`config.mk`:
```
export PLATFORM = sky130hd
export DESIGN_NAME = casc_init_seq
export DESIGN_NICKNAME = d
export VERILOG_FILES = /design/src/rtl/casc_init_pkg.sv /design/src/rtl/casc_rst_timer.sv /design/src/rtl/casc_count_clamp.sv /design/src/rtl/casc_cmd_drive.sv /design/src/rtl/casc_init_seq.sv
export SDC_FILE = /design/constraint.sdc
export NUM_CORES = 1
export LEC_CHECK = 0
export BUFFER_PORTS_ARGS = -buffer_cell sky130_fd_sc_hd__buf_2
export CORE_MARGIN = 4
export CORE_UTILIZATION = 35
export CTS_CLUSTER_DIAMETER = 200
export CTS_CLUSTER_SIZE = 16
export DETAILED_ROUTE_END_ITERATION = 8
export GPL_TIMING_DRIVEN = 0
export PLACE_DENSITY = 0.64
export SLEW_MARGIN = 10
export SYNTH_ARGS = -nofsm -noshare
export SYNTH_HDL_FRONTEND = slang
export SYNTH_SLANG_ARGS = --single-unit
```
`constraint.sdc`:
```
create_clock -name clk -period 1.3 [get_ports clk]
set_input_delay 0.195 -clock clk [delete_from_list [all_inputs] [get_ports clk]]
set_output_delay 0.195 -clock clk [all_outputs]
set_load 0.01 [all_outputs]
```
`src/rtl/casc_init_pkg.sv`:
```
package casc_init_pkg;

    typedef enum logic [2:0] {
        ST_HOLD,
        ST_GAP,
        ST_WR_ID,
        ST_SET_FULL,
        ST_SW_RST,
        ST_SETTLE,
        ST_DONE
    } seq_state_t;

    localparam int OP_W = 4;

    localparam logic [OP_W-1:0] OP_NONE     = 4'h0;
    localparam logic [OP_W-1:0] OP_SET_FULL = 4'h9;
    localparam logic [OP_W-1:0] OP_WR_ID    = 4'hA;
    localparam logic [OP_W-1:0] OP_SW_RST   = 4'hB;

endpackage

```
`src/rtl/casc_rst_timer.sv`:
```
module casc_rst_timer #(
    parameter int HOLD_CYCLES = 64
) (
    input  logic clk,
    input  logic rst_n,
    input  logic run,
    output logic expire
);
    localparam int CW = $clog2(HOLD_CYCLES + 1);

    logic [CW-1:0] cnt;

    always_ff @(posedge clk or negedge rst_n) begin
        if (!rst_n) begin
            cnt <= '0;
        end else if (run) begin
            cnt <= cnt + 1'b1;
        end else begin
            cnt <= '0;
        end
    end

    assign expire = run && (cnt == CW'(HOLD_CYCLES - 1));

endmodule

```
`src/rtl/casc_count_clamp.sv`:
```
module casc_count_clamp #(
    parameter int MAX_DEVS = 16,
    parameter int IN_W     = 5,
    parameter int ID_W     = 4
) (
    input  logic            clk,
    input  logic            rst_n,
    input  logic            capture,
    input  logic [IN_W-1:0] dev_count,
    output logic [ID_W-1:0] last_id
);
    logic [ID_W-1:0] last_nxt;

    always_comb begin
        if (dev_count == '0) begin
            last_nxt = '0;
        end else if (int'(dev_count) > MAX_DEVS) begin
            last_nxt = ID_W'(MAX_DEVS - 1);
        end else begin
            last_nxt = ID_W'(dev_count - 1'b1);
        end
    end

    always_ff @(posedge clk or negedge rst_n) begin
        if (!rst_n) begin
            last_id <= '0;
        end else if (capture) begin
            last_id <= last_nxt;
        end
    end

endmodule

```
`src/rtl/casc_cmd_drive.sv`:
```
module casc_cmd_drive
    import casc_init_pkg::*;
#(
    parameter int DATA_W = 40,
    parameter int ID_W   = 4
) (
    input  logic              clk,
    input  logic              rst_n,
    input  seq_state_t        state,
    input  logic              id_clear,
    input  logic              id_step,
    output logic [ID_W-1:0]   cur_id,
    output logic              cmd_valid,
    output logic [OP_W-1:0]   cmd_op,
    output logic [DATA_W-1:0] cmd_data
);
    always_ff @(posedge clk or negedge rst_n) begin
        if (!rst_n) begin
            cur_id <= '0;
        end else if (id_clear) begin
            cur_id <= '0;
        end else if (id_step) begin
            cur_id <= cur_id + 1'b1;
        end
    end

    always_comb begin
        cmd_valid = 1'b0;
        cmd_op    = OP_NONE;
        cmd_data  = '0;
        unique case (state)
            ST_WR_ID: begin
                cmd_valid = 1'b1;
                cmd_op    = OP_WR_ID;
                cmd_data  = DATA_W'(cur_id);
            end
            ST_SET_FULL: begin
                cmd_valid = 1'b1;
                cmd_op    = OP_SET_FULL;
            end
            ST_SW_RST: begin
                cmd_valid = 1'b1;
                cmd_op    = OP_SW_RST;
            end
            ST_HOLD, ST_GAP, ST_SETTLE, ST_DONE: begin
                cmd_valid = 1'b0;
            end
            default: begin
                cmd_valid = 1'b0;
            end
        endcase
    end

endmodule

```
`src/rtl/casc_init_seq.sv`:
```
module casc_init_seq
    import casc_init_pkg::*;
#(
    parameter int MAX_DEVS    = 16,
    parameter int HOLD_CYCLES = 64,
    parameter int DATA_W      = 40
) (
    input  logic                          clk,
    input  logic                          rst_n,
    input  logic [$clog2(MAX_DEVS+1)-1:0] dev_count,
    input  logic                          cmd_ready,
    output logic                          ctrl_rst_out,
    output logic                          cmd_valid,
    output logic [3:0]                    cmd_op,
    output logic [DATA_W-1:0]             cmd_data,
    output logic                          done
);
    localparam int IN_W = $clog2(MAX_DEVS + 1);
    localparam int ID_W = (MAX_DEVS > 1) ? $clog2(MAX_DEVS) : 1;

    seq_state_t      state, state_nxt;
    logic            hold_expire;
    logic            accept;
    logic [ID_W-1:0] last_id;
    logic [ID_W-1:0] cur_id;

    assign accept = cmd_valid && cmd_ready;

    casc_rst_timer #(
        .HOLD_CYCLES(HOLD_CYCLES)
    ) u_timer (
        .clk    (clk),
        .rst_n  (rst_n),
        .run    (state == ST_HOLD),
        .expire (hold_expire)
    );

    casc_count_clamp #(
        .MAX_DEVS(MAX_DEVS),
        .IN_W    (IN_W),
        .ID_W    (ID_W)
    ) u_clamp (
        .clk       (clk),
        .rst_n     (rst_n),
        .capture   (state == ST_GAP),
        .dev_count (dev_count),
        .last_id   (last_id)
    );

    casc_cmd_drive #(
        .DATA_W(DATA_W),
        .ID_W  (ID_W)
    ) u_drive (
        .clk       (clk),
        .rst_n     (rst_n),
        .state     (state),
        .id_clear  (state == ST_GAP),
        .id_step   ((state == ST_SET_FULL) && accept),
        .cur_id    (cur_id),
        .cmd_valid (cmd_valid),
        .cmd_op    (cmd_op),
        .cmd_data  (cmd_data)
    );

    always_comb begin
        state_nxt = state;
        unique case (state)
            ST_HOLD:     if (hold_expire) state_nxt = ST_GAP;
            ST_GAP:      state_nxt = ST_WR_ID;
            ST_WR_ID:    if (accept) state_nxt = (cur_id == last_id) ? ST_SW_RST : ST_SET_FULL;
            ST_SET_FULL: if (accept) state_nxt = ST_WR_ID;
            ST_SW_RST:   if (accept) state_nxt = ST_SETTLE;
            ST_SETTLE:   state_nxt = ST_DONE;
            ST_DONE:     state_nxt = ST_DONE;
            default:     state_nxt = ST_HOLD;
        endcase
    end

    always_ff @(posedge clk or negedge rst_n) begin
        if (!rst_n) begin
            state <= ST_HOLD;
        end else begin
            state <= state_nxt;
        end
    end

    always_comb begin
        ctrl_rst_out = (state == ST_HOLD);
        done         = (state == ST_DONE);
    end

endmodule

```
==> out/metrics.yaml <==
status: "finished with violations"
violations: "negative setup slack"
sw_frac_of_total_pct: 40.8
drt-total-wl_mm: 2.93
hold_class: "in -> reg"
dr_total_vias: 1173
synth-xor-area-share_pct: 6.45
grt_max_degree: 19
cts_made_buffers: 3
grt_pass1_wl_mm: 4.69
clk_latency_ns: 0.26
cts.path.max_buffers: 2
cp_max_fo: 5
cp.arrival_ns: 1.36
power_frac_comb_pct: 65.0
p_leak_nw: 1.05
clock_skew_ns: 0.00393
die_area_um2: 4940
drt_pass1_iterations: 4
critPathKind: "reg -> out"
synthAdderAreaFrac_pct: 4.24
drc_errors: 0
fin_util_pct: 54.0
final_hold_viol_count: 0
drive_above_1_share_pct: 46.8
dp_cells: 256
area_growth_pct: 47.8
hold_end: "u_clamp.last_id[3]$_DFFE_PN0N_"
worstPathRequired_ns: 1.11
worstReg2RegStart: "u_drive.cur_id[2]$_DFFE_PN0P_"
whs_ns: 0.267
final_common_cell: "buf_4"
avgSynthCellArea_um2: 8.76
p_per_area_nw_per_um2: 1970
async_reset_ff_share_pct: 100
netlist_instances: 155
ios: 55
p_clk_share_pct: 11.9
antenna_found_initial: 0
grt_overflow: 0
wl_per_cell_um: 10.3
rows: 22
synth_compound_area_share_pct: 9.03
clk_pin_slew_ns: 0.07
ctsRootBufferMaster: "clkbuf_8"
synth_edf_count: 0
yosysUniqueCellTypes: 38
ys_ff_latch: 18
setup_tns_ns: -2.20
portBuffers: 17
synth_top_family_by_area: "buffers and inverters"
synth_simple_gate_area_share_pct: 20.6
rsz0062_at_grt: "yes"
r2r_slack_ns: -0.13
design_area_um2: 2010
hp-start: "dev_count[4]"
r2r_cells: 4
cp-end-kind: "output port"
finalNonFillerCells: 285
synth_area_um2: 1360
setup_viol_count_final: 13
ir_drop_mv: 0.537
maxSlewViolCount: 0
internal-power_mw: 2.34
diodes: 0
fmaxAchievable_mhz: 643
rr_endpoint: "state[1]$_DFFE_PN0P_"
synth_mux_area_share_pct: 0.737
ant_nets: 0
place_congestion: 0.718
htree_levels: 1
synth_ff_type: "dfrtp_1"
finalNetCount: 249
die_y_um: 70.3
place_area_um2: 1640
clock-sinks: 18
start_util_pct: 36.5
grt_pass1_vias: 1074
seq_area_frac_synth_pct: 33.2
core-area_um2: 3720
min_period_over_period_pct: 120
final_cell_mix: "buf_4 (59), conb_1 (37), buf_2 (17), dfrtp_1 (16), nand2_1 (9)"
fin_ws_ns: -0.254
grt_usage_pct: 11.4
initialDrtViolationCount: 71
tritoncts: "yes"
seqPwrFrac_pct: 23.0
fillCellCount: 339
p_switching_mw: 1.61
worstHoldPathCells: 3
yosys_warnings: 0
period_minus_slack_ns: 1.55
viasPerCell: 4.12
maxCapViolations: 0
critPathLaunchType: "register"
die_w_um: 70.3
dpl.hpwl_mm: 1.87
## flip-flops by register name, indices dropped and copies added (netlist names)
register         flops
u_drive.cur_id       4
u_clamp.last_id      4
u_timer.cnt          7
state                3
## critical path, stage by stage (launching register included)
cell and delay (ns):
dfrtp_1 0.35, buf_6 0.13, clkinvlp_4 0.13, nor3_4 0.19
and2_2 0.17, buf_2 0.12
## cell usage after synthesis (all sizes together) (2+ instances only)
| cell | count | area, um^2 |
|---|---|---|
| nor2b | 3 | 26.3 |
| xnor2 | 2 | 17.5 |
| ha | 3 | 37.5 |
| o21ai | 7 | 35.0 |
| xor2 | 8 | 70.1 |
| buf | 42 | 320 |
| nand3 | 7 | 35.0 |
| nand2 | 13 | 51.3 |
| a22o | 2 | 17.5 |
| and2 | 5 | 32.5 |
| maj3 | 2 | 20.0 |
| nor4 | 2 | 18.8 |
| inv | 7 | 26.3 |
| nor2 | 9 | 41.3 |
| a21oi | 4 | 20.0 |
| a31oi | 3 | 18.8 |
| dfrtp | 18 | 450 |
| nor3 | 5 | 25.0 |
## final cells by class
type / instances / area (um^2) / share of cell area [%]
Inverter: 7 / 32.5 / 1.62
Clock buffer: 4 / 55.1 / 2.74
Sequential cell: 18 / 453 / 22.6
Timing Repair Buffer: 42 / 293 / 14.6
Tap cell: 48 / 60.1 / 2.99
Buffer: 42 / 324 / 16.1
Multi-Input combinational cell: 124 / 790 / 39.3
## layer usage
metal | vias to the layer above | track usage, % | wire length [um]
li1 | 600 | - | -
met1 | 523 | 14.4 | 1260
met2 | 45 | 18.8 | 1430
met3 | 5 | 1.29 | 175
met4 | 0 | 6.38 | 62
met5 | - | 0 | 0
## worst max path at each step
stage                         start          end  slack (ns)  depth (start not counted)
2_1_floorplan  state[1]$_DFFE_PN0P_    cmd_op[3]       0.006                          4
5_1_grt        state[1]$_DFFE_PN0P_  cmd_data[2]       -0.33                          5
3_3_place_gp   state[1]$_DFFE_PN0P_  cmd_data[3]       -0.30                          5
3_5_place_dp   state[1]$_DFFE_PN0P_  cmd_data[3]       -0.30                          5
4_1_cts        state[1]$_DFFE_PN0P_         done       -0.25                          5
6_report       state[1]$_DFFE_PN0P_  cmd_data[3]       -0.25                          5
## power groups by stage
stage	Sequential, mW	Clock (mW)	Combinational [mW]
after floorplan	0.882	0	1.22
after global placement	0.915	0	1.61
after detailed placement	0.922	0	1.64
after CTS	0.894	0.476	2.19
after global routing	0.937	0.494	2.79
final	0.910	0.472	2.57
## kinds of logic (layout without fill, tap and decap cells)
family | count (synthesis) | in the layout
AO/OA/AOI/OAI | 20 | 20
XOR/XNOR | 10 | 10
adder cells (fa/ha/maj) | 5 | 5
buffers and inverters | 49 | 95
flip-flops | 18 | 18
multiplexers | 1 | 1
other | 1 | 37
AND/OR/NAND/NOR | 51 | 51
## metrics by stage
| step | total power [mW] | setup WS, ns |
|---|---|---|
| final | 3.95 | -0.254 |
| after global placement | 2.53 | -0.304 |
| after CTS | 3.56 | -0.250 |
| after global routing | 4.22 | -0.333 |
| after floorplan | 2.11 | 0.00641 |
| after detailed placement | 2.56 | -0.297 |
## what timing repair did
| item | in CTS | in global routing |
|---|---|---|
| cloned | 0 | 0 |
| setup buffers | 16 | 8 |
| hold buffers | 1 | 0 |
| setup endpoints to repair | 13 | 20 |
| resized for setup | 17 | 14 |
| pin swaps | 4 | 4 |
| hold endpoints to repair | 18 | 0 |
Note: power is estimated with default switching activity, not from simulation.
